### src/rtl/ee_pkg.sv
`timescale 1ns/1ps
// Shared constants and types for the serial EEPROM slave.
// Assumes a fixed 64 x 16 organisation; the command codes are the wire encoding.
package ee_pkg;
    localparam int WORD_W = 16;
    localparam int ADDR_W = 6;
    localparam int WORDS  = 1 << ADDR_W;
    localparam int CMD_W  = 2 + ADDR_W;

    localparam logic [1:0] OP_SPECIAL = 2'b00;
    localparam logic [1:0] OP_WRITE   = 2'b01;
    localparam logic [1:0] OP_READ    = 2'b10;
    localparam logic [1:0] OP_ERASE   = 2'b11;

    localparam logic [1:0] SUB_LOCK   = 2'b00;
    localparam logic [1:0] SUB_FILL   = 2'b01;
    localparam logic [1:0] SUB_CLEAR  = 2'b10;
    localparam logic [1:0] SUB_UNLOCK = 2'b11;

    typedef enum logic [2:0] {
        ST_IDLE, ST_HUNT, ST_CMD, ST_WDATA, ST_READ, ST_STATUS, ST_SKIP
    } fsm_state_e;

    typedef struct packed {
        logic              all;
        logic [ADDR_W-1:0] addr;
        logic [WORD_W-1:0] data;
    } prog_req_t;
endpackage

### src/rtl/ee_sync.sv
`timescale 1ns/1ps
// Multi-stage synchronizer for the asynchronous serial pins.
// Assumes inputs change slowly relative to clk; reset value is all zeros.
module ee_sync #(
    parameter int WIDTH  = 3,
    parameter int STAGES = 2
) (
    input  logic             clk,
    input  logic             rst_n,
    input  logic [WIDTH-1:0] din,
    output logic [WIDTH-1:0] dout
);
    logic [WIDTH-1:0] stage_q [STAGES];

    for (genvar g = 0; g < STAGES; g++) begin : g_stage
        // Purpose: move the pin vector one flop closer to the clk domain.
        always_ff @(posedge clk) begin
            if (!rst_n)      stage_q[g] <= '0;
            else if (g == 0) stage_q[g] <= din;
            else             stage_q[g] <= stage_q[(g == 0) ? 0 : g-1];
        end
    end

    assign dout = stage_q[STAGES-1];
endmodule

### src/rtl/ee_prog_timer.sv
`timescale 1ns/1ps
// Self-timed programming cycle: busy for exactly CYCLES clocks after start.
// Assumes start never arrives while busy (the command FSM guarantees this).
module ee_prog_timer #(
    parameter int CYCLES = 2000000
) (
    input  logic clk,
    input  logic rst_n,
    input  logic start,
    output logic busy,
    output logic done
);
    localparam int CW = $clog2(CYCLES + 1);
    logic [CW-1:0] cnt_q;

    // Purpose: load the cycle length on start and count it down.
    always_ff @(posedge clk) begin
        if (!rst_n) begin
            busy  <= 1'b0;
            cnt_q <= '0;
        end else if (start) begin
            busy  <= 1'b1;
            cnt_q <= CW'(CYCLES - 1);
        end else if (busy) begin
            if (cnt_q == '0) busy <= 1'b0;
            else             cnt_q <= cnt_q - 1'b1;
        end
    end

    assign done = busy && (cnt_q == '0);

    a_r8_busy_after_start: assert property (@(posedge clk) disable iff (!rst_n)
        start |=> busy);
    a_r8_done_ends_busy: assert property (@(posedge clk) disable iff (!rst_n)
        done |=> !busy);
endmodule

### src/rtl/ee_cmd_fsm.sv
`timescale 1ns/1ps
// Frame decoder for the serial EEPROM: hunts the start bit, decodes the
// command header, shifts write data, serialises read data and shows status.
// Assumes synchronized pins; sclk rising edges are detected here.
module ee_cmd_fsm
    import ee_pkg::*;
#(
    parameter int CS_LOW_MIN = 50
) (
    input  logic              clk,
    input  logic              rst_n,
    input  logic              sel_s,
    input  logic              sclk_s,
    input  logic              sdi_s,
    input  logic              busy,
    input  logic [WORD_W-1:0] rd_word,
    output logic [ADDR_W-1:0] rd_addr,
    output logic              prog_start,
    output prog_req_t         prog_req,
    output logic              sdo,
    output logic              sdo_oe
);
    localparam int LW    = $clog2(CS_LOW_MIN + 1);
    localparam int CNT_W = $clog2(WORD_W + 1);

    fsm_state_e        state;
    logic              sclk_q, rise;
    logic [CMD_W-2:0]  shreg;
    logic [CMD_W-1:0]  hdr_w;
    logic [1:0]        op, sub;
    logic [CNT_W-1:0]  cnt;
    logic [WORD_W-1:0] rd_sh;
    logic              sdo_q, wen_q, stat_pend;
    logic [LW-1:0]     low_cnt;

    assign rise    = sclk_s & ~sclk_q;
    assign hdr_w   = {shreg, sdi_s};
    assign rd_addr = hdr_w[ADDR_W-1:0];
    assign op      = hdr_w[CMD_W-1 -: 2];
    assign sub     = hdr_w[ADDR_W-1 -: 2];

    // Purpose: sequence one frame per select-high period.
    always_ff @(posedge clk) begin
        if (!rst_n) begin
            state      <= ST_IDLE;
            sclk_q     <= 1'b0;
            shreg      <= '0;
            cnt        <= '0;
            rd_sh      <= '0;
            sdo_q      <= 1'b0;
            wen_q      <= 1'b0;
            stat_pend  <= 1'b0;
            low_cnt    <= '0;
            prog_start <= 1'b0;
            prog_req   <= '0;
        end else begin
            sclk_q     <= sclk_s;
            prog_start <= 1'b0;
            if (!sel_s && low_cnt != LW'(CS_LOW_MIN)) low_cnt <= low_cnt + 1'b1;
            if (!sel_s) begin
                state <= ST_IDLE;
                if (state == ST_STATUS && !busy) stat_pend <= 1'b0;
            end else begin
                case (state)
                    ST_IDLE: begin
                        low_cnt <= '0;
                        cnt     <= '0;
                        if (stat_pend)
                            state <= (low_cnt == LW'(CS_LOW_MIN)) ? ST_STATUS : ST_SKIP;
                        else
                            state <= ST_HUNT;
                    end
                    ST_HUNT: if (rise && sdi_s) begin
                        state <= ST_CMD;
                        cnt   <= '0;
                    end
                    ST_STATUS: if (rise && sdi_s && !busy) begin
                        stat_pend <= 1'b0;
                        state     <= ST_CMD;
                        cnt       <= '0;
                    end
                    ST_CMD: if (rise) begin
                        shreg <= hdr_w[CMD_W-2:0];
                        cnt   <= cnt + 1'b1;
                        if (cnt == CNT_W'(CMD_W - 1)) begin
                            cnt   <= '0;
                            state <= ST_SKIP;
                            case (op)
                                OP_READ: begin
                                    rd_sh <= rd_word;
                                    sdo_q <= 1'b0;
                                    state <= ST_READ;
                                end
                                OP_WRITE: begin
                                    prog_req.all  <= 1'b0;
                                    prog_req.addr <= rd_addr;
                                    state         <= ST_WDATA;
                                end
                                OP_ERASE: begin
                                    prog_req <= '{all: 1'b0, addr: rd_addr, data: '1};
                                    if (wen_q) begin
                                        prog_start <= 1'b1;
                                        stat_pend  <= 1'b1;
                                    end
                                end
                                default: begin
                                    case (sub)
                                        SUB_UNLOCK: wen_q <= 1'b1;
                                        SUB_LOCK:   wen_q <= 1'b0;
                                        SUB_CLEAR: begin
                                            prog_req <= '{all: 1'b1, addr: '0, data: '1};
                                            if (wen_q) begin
                                                prog_start <= 1'b1;
                                                stat_pend  <= 1'b1;
                                            end
                                        end
                                        default: begin
                                            prog_req.all <= 1'b1;
                                            state        <= ST_WDATA;
                                        end
                                    endcase
                                end
                            endcase
                        end
                    end
                    ST_WDATA: if (rise) begin
                        prog_req.data <= {prog_req.data[WORD_W-2:0], sdi_s};
                        cnt           <= cnt + 1'b1;
                        if (cnt == CNT_W'(WORD_W - 1)) begin
                            state <= ST_SKIP;
                            if (wen_q) begin
                                prog_start <= 1'b1;
                                stat_pend  <= 1'b1;
                            end
                        end
                    end
                    ST_READ: if (rise) begin
                        if (cnt == CNT_W'(WORD_W)) begin
                            state <= ST_SKIP;
                        end else begin
                            sdo_q <= rd_sh[WORD_W-1];
                            rd_sh <= {rd_sh[WORD_W-2:0], 1'b0};
                            cnt   <= cnt + 1'b1;
                        end
                    end
                    default: ;
                endcase
            end
        end
    end

    // Purpose: drive read bits or ready status; undriven in every other phase.
    assign sdo    = (state == ST_STATUS) ? ~busy : sdo_q;
    assign sdo_oe = (state == ST_READ) || (state == ST_STATUS);
endmodule

### src/rtl/ee_serial_rom.sv
`timescale 1ns/1ps
// Top of the three-wire serial EEPROM slave: synchronizer, frame FSM,
// programming timer and the 64 x 16 register array.
// Assumes the shift clock is several times slower than clk.
module ee_serial_rom
    import ee_pkg::*;
#(
    parameter int PROG_CYCLES = 2000000,
    parameter int CS_LOW_MIN  = 50,
    parameter int SYNC_STAGES = 2
) (
    input  logic clk,
    input  logic rst_n,
    input  logic sel,
    input  logic sclk,
    input  logic sdi,
    output logic sdo,
    output logic sdo_oe
);
    logic [2:0]        sync_v;
    logic              sel_s, sclk_s, sdi_s;
    logic              prog_start, busy, done;
    prog_req_t         prog_req;
    logic [ADDR_W-1:0] rd_addr;
    logic [WORD_W-1:0] rd_word;
    logic [WORD_W-1:0] mem [WORDS];

    ee_sync #(.WIDTH(3), .STAGES(SYNC_STAGES)) u_sync (
        .clk(clk), .rst_n(rst_n), .din({sel, sclk, sdi}), .dout(sync_v)
    );
    assign {sel_s, sclk_s, sdi_s} = sync_v;

    ee_cmd_fsm #(.CS_LOW_MIN(CS_LOW_MIN)) u_fsm (
        .clk(clk), .rst_n(rst_n), .sel_s(sel_s), .sclk_s(sclk_s), .sdi_s(sdi_s),
        .busy(busy), .rd_word(rd_word), .rd_addr(rd_addr),
        .prog_start(prog_start), .prog_req(prog_req), .sdo(sdo), .sdo_oe(sdo_oe)
    );

    ee_prog_timer #(.CYCLES(PROG_CYCLES)) u_timer (
        .clk(clk), .rst_n(rst_n), .start(prog_start), .busy(busy), .done(done)
    );

    assign rd_word = mem[rd_addr];

    // Purpose: commit the pending word or whole-array update when the cycle ends.
    always_ff @(posedge clk) begin
        if (!rst_n) begin
            for (int i = 0; i < WORDS; i++) mem[i] <= '1;
        end else if (done) begin
            if (prog_req.all) begin
                for (int i = 0; i < WORDS; i++) mem[i] <= prog_req.data;
            end else begin
                mem[prog_req.addr] <= prog_req.data;
            end
        end
    end

    a_r10_no_start_while_busy: assert property (@(posedge clk) disable iff (!rst_n)
        prog_start |-> !busy);
    a_r11_no_start_deselected: assert property (@(posedge clk) disable iff (!rst_n)
        !sel_s |-> !prog_start);
    a_r12_quiet_after_deselect: assert property (@(posedge clk) disable iff (!rst_n)
        !sel_s |=> !sdo_oe);
endmodule

### config.mk
export PLATFORM = sky130hd
export DESIGN_NAME = ee_serial_rom
export DESIGN_NICKNAME = d
export VERILOG_FILES = /design/src/rtl/ee_pkg.sv /design/src/rtl/ee_sync.sv /design/src/rtl/ee_prog_timer.sv /design/src/rtl/ee_cmd_fsm.sv /design/src/rtl/ee_serial_rom.sv
export SDC_FILE = /design/constraint.sdc
export NUM_CORES = 1
export LEC_CHECK = 0
export BUFFER_PORTS_ARGS = -buffer_cell sky130_fd_sc_hd__clkbuf_2
export CORE_MARGIN = 10
export CORE_UTILIZATION = 50
export DETAILED_ROUTE_END_ITERATION = 16
export GPL_ROUTABILITY_DRIVEN = 0
export PLACE_DENSITY = 0.67
export SYNTH_ARGS = -nofsm -noshare
export SYNTH_HDL_FRONTEND = slang
export SYNTH_SLANG_ARGS = --single-unit
### constraint.sdc
create_clock -name clk -period 3.75 [get_ports clk]
set_input_delay 0.1875 -clock clk [delete_from_list [all_inputs] [get_ports clk]]
set_output_delay 0.1875 -clock clk [all_outputs]
set_load 0.005 [all_outputs]
Yosys cells after proc, flatten, opt, wreduce, memory -nomap -nowiden. Memories as Yosys holds them, arrays and structs flattened. Cells that the tools add are included. W data, S select, Z words.

Memories: 2. RAM bits: 1030. Flip-flop bits (word level): 87. Input port bits: 5. Output and inout bits: 2. Word-level logic and storage cells: 318.

Eq/ne operators: 37. Multiplexer cells: 150. Add/subtract/negate cells: 3. Reduce and logical (&&, ||, !) cells: 37. Bitwise logic cells: 73.

Memory list: mem (words 64, width 16, rd ports 1, clocked after memory_dff 0, write ports 64, line ee_serial_rom.sv:26) `logic [WORD_W-1:0] mem [WORDS];`; u_sync.stage_q (words 2, width 3, rd ports 2, clocked after memory_dff 0, write ports 2, line ee_sync.sv:13) `logic [WIDTH-1:0] stage_q [STAGES];`.

Operators by type and width (number): $mux W16 (73); $pmux W16 S2 (3); $or A1 B1 Y1 (66); $mux W21 (3); $mux W1 (36); $mux W3 (12); $mux W5 (7); $pmux W5 S6 (1); $mux W6 (4); $mux W22 (1); $logic_not A21 Y1 (1); $sub A21 B1 Y21 const B (1); $pmux W3 S6 (1); $reduce_and A6 Y1 (3); $reduce_and A9 Y1 (2); $reduce_or A16 Y1 (1); $ne A2 B1 Y1 const B (7); $pmux W7 S2 (1); $reduce_and A7 Y1 (2); $ne A2 B2 Y1 const B (6); $ne A3 B2 Y1 const B (4); $reduce_bool A2 Y1 (6); $pmux W1 S2 (5); $ne A3 B3 Y1 const B (3); 30 further kinds (51).

Logic depth before layout (Yosys ltp). Gate-level depths: netlist of run 1.

Word-level depth: 7. Gate-level depth with buffers: 10. Gate-level depth less buffers: 7.

Modules after synthesis. A second synthesis of run 1 with hierarchy kept.

Cells, all modules: 3014. Area total of the unflattened synthesis: 48331.4 um^2.

Modules (own cells, without submodules): ee_serial_rom (area an instance 43573.0 um^2, cells each 2480, instances 1, sequential area each 30749.5 um^2); ee_cmd_fsm (area an instance 3330.7 um^2, cells each 367, instances 1, sequential area each 1301.2 um^2); ee_prog_timer (area an instance 1270.0 um^2, cells each 155, instances 1, sequential area each 440.4 um^2); ee_sync (area an instance 157.7 um^2, cells each 12, instances 1, sequential area each 120.1 um^2).

Worst setup path before layout of run 1. OpenSTA, ideal clock, no wires.

Path type: register to register. From: register u_timer.cnt_q[3]. To: memory mem[57][0] (enable). Path buffers: 2. Clock period less this slack: 3.514 ns. Setup time: 0.411 ns. Arrival time: 3.103 ns. Cell stages (with the launch flop): 8. Required time: 3.339 ns. Path slack: 0.236 ns. Path through: dfxtp_1 -> or4_1 -> buf_2 -> nor4_4 -> and4_1 -> clkbuf_1 -> nand2_1 -> o21ai_0.

RTL lines: start: declaration (line ee_prog_timer.sv:14) `logic [CW-1:0] cnt_q;`; start signal: assignment (line ee_prog_timer.sv:23) `cnt_q <= CW'(CYCLES - 1);`; start signal: assignment (line ee_prog_timer.sv:26) `else cnt_q <= cnt_q - 1'b1;`; end: declaration (line ee_serial_rom.sv:26).

==> results of run 1 <==
per-layer routing:
metal  vias to the layer above  track usage, %  share of wire, %
met2                      1499            35.1                47
li1                      11900               -                 -
met3                       197            4.65                10
met5                         -               0                 0
met1                     14400            33.4                40
met4                         0            6.68               2.8
worst min-delay path by stage:
stage	from	end	slack (ns)	depth (start not counted)
floorplan	sdi	u_sync.stage_q[0][0]	0.31	1
global placement	sclk	u_sync.stage_q[0][1]	0.40	2
detailed placement	sclk	u_sync.stage_q[0][1]	0.41	2
CTS	rst_n	u_timer.cnt_q[20]	0.18	3
global route	rst_n	u_timer.cnt_q[19]	0.21	3
finish	rst_n	u_timer.cnt_q[20]	0.18	3
worst max-delay path, delay by kind of cell, from the launching register on:
family	cells	cell delay [ns]
AOI/OAI and AO/OA	1	0.23
buffers and inverters	2	0.51
DFF	1	0.36
and+or+nand+nor	4	1.94
metrics by stage:
| step | cells | setup WS, ns | utilization, % |
|---|---|---|---|
| floorplan | 2953 | 0.236 | - |
| global placement | 4118 | 0.511 | 52.5 |
| detailed placement | 4118 | 0.474 | 52.5 |
| CTS | 4330 | 0.452 | 56.3 |
| global route | 4330 | 0.310 | 56.3 |
| finish | 4331 | 0.371 | 56.3 |
kinds of logic after synthesis:
family	Yosys count
DFF	1117
and+or+nand+nor	851
muxes	351
AOI/OAI and AO/OA	309
buffers and inverters	302
adders and majority gates	13
xor gates and xnor gates	10
cell type report:
class / instances / area, um^2 / area share (%)
antenna: 1 / 2.50 / 0.00466
tap: 1265 / 1580 / 2.95
timing repair buffer: 188 / 1540 / 2.87
clock buffer: 131 / 2920 / 5.43
multi-input combinational: 1534 / 14300 / 26.6
inverter: 17 / 63.8 / 0.119
sequential: 1117 / 32600 / 60.8
clock inverter: 78 / 688 / 1.28
power breakdown:
part / total [W] / switching (W) / internal [W] / leakage [nW]
Combinational: 0.000840 / 0.000564 / 0.000275 / 3.41
Sequential: 0.0140 / 0.0000837 / 0.0139 / 9.13
Clock: 0.0110 / 0.00472 / 0.00626 / 1.77
flip-flops by register name (all words and copies together), names as in the netlist, 3 cells and up:
name / flops
u_timer.cnt_q: 21
u_fsm.prog_req: 23
mem: 1024
u_sync.stage_q: 6
u_fsm.low_cnt: 6
u_fsm.state: 3
u_fsm.shreg: 7
u_fsm.rd_sh: 16
u_fsm.cnt: 5
cell usage after synthesis (7+ instances only):
cell	instances
edfxtp_1	1024
or3_1	554
mux4_2	277
clkbuf_1	204
dfxtp_1	93
o21ai_0	91
nand2_1	88
a21oi_1	86
mux2i_1	73
nor3_1	42
buf_2	37
nor2_1	37
o211ai_1	33
nand2b_1	25
buf_1	23
nor2b_1	23
nand3_1	21
buf_6	18
a221oi_1	16
inv_1	16
a22oi_1	14
ha_1	13
o21a_1	11
and2_1	10
a211oi_1	7
a311oi_1	7
nor3b_1	7
o31a_1	7
what timing repair did:
action / CTS / global route
hold buffers: 3 / 0
hold endpoints to repair: 3 / 0
setup buffers: 0 / 0
==> qor.yml, run 1 <==
outcome:
  status: "finished, final reports clean"
global_route:
  overflow: 0
  grt_max_degree: 195
  grt_pass1_wl_um: 186000
  antenna_found_initial: 5
  track_usage_pct: 23.0
  grt_pass1_vias: 27200
logic_synthesis:
  synth_compound_area_share_pct: 4.07
  async_flop_share_pct: 0
  yosys.area_share.simple_pct: 10.5
  netlist_instances: 2953
  syn-cell-area_um2: 48200
  yosysUniqueCellTypes: 70
  synth_xor_area_share_pct: 0.182
  ys_seq_area_share_pct: 67.7
  yosysWarningCount: 0
  synthesis.nets: 2971
  syn-mean-instance-area_um2: 16.3
  synth_fa_ha_area_share_pct: 0.338
  synth_top_area_share_pct: 63.8
  synth_seq_cells: 1117
  synthTopCellsByArea: "edfxtp_1 64%, mux4_2 13%, or3_1 7.2%, dfxtp_1 3.9%, clkbuf_1 1.6%"
  synth_top_family_by_area: "multiplexers"
  synth_top_area_cell: "edfxtp_1"
  ys.flop_type: "edfxtp_1"
  synth_edf_count: 1024
  synth_mux_area_share_pct: 14.5
timing:
  hold_ws_ns: 0.183
  drv_slew: 0
  timing.max_slew.rel_slack_pct: 7.80
  min_period_over_period_pct: 90.1
  min_period_ns: 3.38
  fmax_ghz: 0.296
  grt_setup_unrepaired: "no"
  skew_ns: 0.0382
  setup_viol: 0
  hold_viol: 0
  final.setup.tns_ns: 0
  tightest_slew_ns: 1.38
worst_setup_path:
  path_common_cell: "buf_4"
  arrival_ns: 3.74
  setup.worst_path.end_class: "flop"
  cp-endpoint: "mem[48][3]"
  regToRegStartpoint: "u_timer.cnt_q[3]"
  critPathLaunch: "u_timer.cnt_q[3]"
  crit_type: "flop to flop"
  worstPathRequired_ns: 4.11
  crit_path_start_kind: "flop"
  path_cells: "or4_1, nor4_4, and4_1, nand2_1, buf_4, o21ai_1, buf_4"
  ff2ff_setup_slack_ns: 0.37
  rr_endpoint: "mem[48][3]"
  r2r_cells: 7
  cp_max_fo: 16
  cpPeakStageDelay_ns: 0.69
  crit_path_top_delay_cell: "or4_1"
placed_design:
  placedInstanceArea_um2: 50000
  hpwl_um: 78200
  io_buffers: 6
floorplan:
  rows: 113
  start_util_pct: 50.5
  core_um2: 95300
  die_h_um: 330
  io_pins: 7
  dieWidth_um: 330
  die_area_um2: 109000
clock_tree:
  htreeDepth: 3
  cts_root_buf: "clkbuf_16"
  cts_sinks: 1117
  clock_latency_ns: 0.71
  cts_resized: 0
  cts_tree: "built"
  max-clock-path-buffers: 3
  path_clk_slew_ns: 0.06
  cts_made_buffers: 112
power:
  p_leak_nw: 14.3
  ir_worst_vdd_v: 0.000372
  powerDensity_nw_per_um2: 481
  power_w: 0.0258
finish:
  layout_commonest_cell: "edfxtp_1"
  fin_nets: 2988
  drive_above_1_share_pct: 21.2
  areaGrowthSynthToFinish_pct: 11.5
  final_area_um2: 53700
  layout_common_cells: "1,024 x edfxtp_1, 554 x or3_1, 277 x mux4_2"
  n_fill_cell: 7217
hold_path:
  hold_class: "input port to flop"
drt:
  wl_um: 126000
  drc: 0
  vias_per_cell: 6.46
  wire_per_inst_um: 29.0
  firstDrtPassIters: 6
  num_vias: 28000
  ant_nets: 0
  drt_iter0_drc: 4116
job:
  drv_cap: 0
Power figures use the tool's default switching activity.
==> inputs of run 2 (changes only) <==
--- a/config.mk
+++ b/config.mk
@@ -6,4 +6,5 @@
 export NUM_CORES = 1
 export LEC_CHECK = 0
+export ABC_AREA = 1
 export BUFFER_PORTS_ARGS = -buffer_cell sky130_fd_sc_hd__clkbuf_2
 export CORE_MARGIN = 10
@@ -11,4 +12,5 @@
 export DETAILED_ROUTE_END_ITERATION = 16
 export GPL_ROUTABILITY_DRIVEN = 0
+export MAX_ROUTING_LAYER = met4
 export PLACE_DENSITY = 0.67
 export SYNTH_ARGS = -nofsm -noshare
==> constraint.sdc (replaced) <==
create_clock -name clk -period 3.75 [get_ports clk]
set_input_delay 0.375 -clock clk [delete_from_list [all_inputs] [get_ports clk]]
set_output_delay 0.375 -clock clk [all_outputs]
set_load 0.005 [all_outputs]
==> run 2 against run 1 <==
Net effect: non-clock buffer count up 8; power grew 4.5%; synthesized area increased by 0.74%; core utilization up 0.065 points; via count grew 27%; cell count increased by 42%; critical path depth is 4 higher; clock skew fell by 0.0022 ns; largest power group unchanged; largest cell class unchanged; critical endpoint is now mem[23][1]; routed wire length up 6.7%; hold slack better by 0.083 ns; highest routed layer unchanged.
==> qor.yml, run 2 <==
outcome:
  status: "finished, final reports clean"
floorplan:
  io_pins: 7
  dieWidth_um: 332
  rows: 114
  core_um2: 96400
  die_area_um2: 110000
  die_h_um: 332
  start_util_pct: 50.3
timing:
  timing.max_slew.rel_slack_pct: 14.4
  skew_ns: 0.0359
  hold_ws_ns: 0.266
  fmax_ghz: 0.285
  hold_viol: 0
  grt_setup_unrepaired: "no"
  drv_slew: 0
  setup_viol: 0
  tightest_slew_ns: 1.28
  final.setup.tns_ns: 0
  setup_slack_ns: 0.246
  min_period_over_period_pct: 93.4
  min_period_ns: 3.50
worst_setup_path:
  path_buf_inv: 1
  crit_path_top_delay_cell: "o21ai_2"
  crit_path_start_kind: "flop"
  path_cells: "inv_1, ha_1, nand4_2, nor2_2, nand2_2, nor2_4, nand2_1, nor3_4, nand3_2, o21ai_2, nand2_1"
  critPathTopFamily: "simple AND/OR/NAND/NOR gates"
  cp_max_fo: 16
  crit_type: "flop to flop"
  critPathLaunch: "u_timer.cnt_q[0]"
  worstPathRequired_ns: 4.18
  arrival_ns: 3.93
  ff2ff_setup_slack_ns: 0.25
  regToRegStartpoint: "u_timer.cnt_q[0]"
  path_common_cell: "nand2_1"
  setup.worst_path.end_class: "flop"
  cpPeakStageDelay_ns: 0.81
drt:
  vias_per_cell: 5.76
  wire_per_inst_um: 21.7
  drc: 0
  num_vias: 35400
  wl_um: 134000
  ant_nets: 0
  firstDrtPassIters: 6
  drt_iter0_drc: 4285
finish:
  largest_reg_flops: 1024
  fin_nets: 4811
  multi_input_area_um2: 14200
  layout_commonest_cell: "nand2_1"
  n_fill_cell: 8170
  drive_above_1_share_pct: 8.56
  seqCellArea_um2: 32600
  areaGrowthSynthToFinish_pct: 12.1
  top_register: "mem"
  reg_top3: "mem (1024), u_fsm.prog_req (23), u_timer.cnt_q (21)"
  layout_common_cells: "1,951 x nand2_1, 1,024 x edfxtp_1, 915 x nand3_1"
clock_tree:
  clock_latency_ns: 0.73
  cts_tree: "built"
  max-clock-path-buffers: 3
  cts_root_buf: "clkbuf_16"
  htreeDepth: 3
  path_clk_slew_ns: 0.06
  cts_made_buffers: 114
  cts_sinks: 1117
  cts_resized: 0
logic_synthesis:
  synth_compound_area_share_pct: 2.82
  yosys.area_share.simple_pct: 25.9
  synthesis.nets: 4850
  synth_commonest_cells: "1,951 x nand2_1, 1,024 x edfxtp_1, 915 x nand3_1"
  netlist_instances: 4832
  yosysMostFrequentCell: "nand2_1"
  synth_top_family_by_area: "simple AND/OR/NAND/NOR gates"
  synth_fa_ha_area_share_pct: 0.335
  yosysWarningCount: 0
  async_flop_share_pct: 0
  syn-mean-instance-area_um2: 10.0
  synth_xor_area_share_pct: 0.0542
  synth_top_area_cell: "edfxtp_1"
  ys.flop_type: "edfxtp_1"
  synth_top_area_share_pct: 63.4
  synth_mux_area_share_pct: 0
  synth_edf_count: 1024
  synth_seq_cells: 1117
  yosysUniqueCellTypes: 40
  ys_seq_area_share_pct: 67.2
  synthTopCellsByArea: "edfxtp_1 63%, nand2_1 15%, nand3_1 9.4%, dfxtp_1 3.8%, clkbuf_1 2.0%"
  syn-cell-area_um2: 48500
global_route:
  grt_pass1_vias: 33100
  overflow: 0
  grt_pass1_wl_um: 202000
  grt_max_degree: 165
  antenna_found_initial: 2
  track_usage_pct: 24.2
power:
  ir_worst_vdd_v: 0.000384
  powerDensity_nw_per_um2: 496
  power_w: 0.0270
  p_leak_nw: 19.0
placed_design:
  pre_cts_ws_ns: 0.361
  hpwl_um: 77400
  io_buffers: 6
hold_path:
  hold_class: "input port to flop"
  min_from: "rst_n"
job:
  drv_cap: 0
## run 2: logic make-up (layout without fill, tap and decap cells)
logic type	Yosys count	in the layout
compound gates	237	237
xor+xnor	3	3
fa+ha+maj	13	13
buf+inv	456	505
flops	1117	1117
other cells	0	1
simple gates	3006	3006
## run 2: power by group
group	total, W	leakage (nW)	internal, W	switching, W
clock network	0.0119	1.89	0.00700	0.00488
logic	0.00112	8.02	0.000278	0.000843
registers	0.0140	9.13	0.0139	0.0000749
total	0.0270	19.0	0.0212	0.00579
## run 2: final cells by class
cell class	instances	share of cell area, %
diodes	1	0.00460
clock buffers	148	5.70
clock inverters	56	1.48
inverters	105	0.757
multi-input cells	3259	26.1
flip-flops and latches	1117	60.0
well taps	1276	2.94
repair buffers	196	2.99
## run 2: timing repair
action	4_1_cts	5_1_grt
buffers inserted	0	0
hold endpoints to repair	3	0
hold buffers	3	0
## run 2: worst min-delay path, cell delays in order
cell and delay [ns]:
clkbuf_2 0.09, buf_4 0.31, nand2_1 0.13, inv_1 0.03
## run 2: metal layers
layer | vias to the layer above | share of wire (%) | global-route usage, %
li1 | 16400 | - | -
met1 | 17100 | 40 | 32.3
met2 | 1654 | 47 | 37.7
met3 | 274 | 9.0 | 3.30
met4 | 0 | 3.8 | 8.81
met5 | - | 0 | -
## run 2: path summary, 6_finish.rpt
kind / endpoint / cells past startpoint
setup reg to reg: mem[23][1] / 11
setup / recovery: mem[23][1] / 11
hold reg to reg: u_sync.stage_q[1][1] / 2
hold / removal: u_fsm.sclk_q / 4
## run 2: metrics by stage
step	cell area, um^2	utilization [%]	cells
floorplan	48500	-	4832
global route	54400	56.4	6158
CTS	54400	56.4	6157
global placement	50400	52.3	5950
detailed placement	50400	52.3	5950
finish	54400	56.4	6158
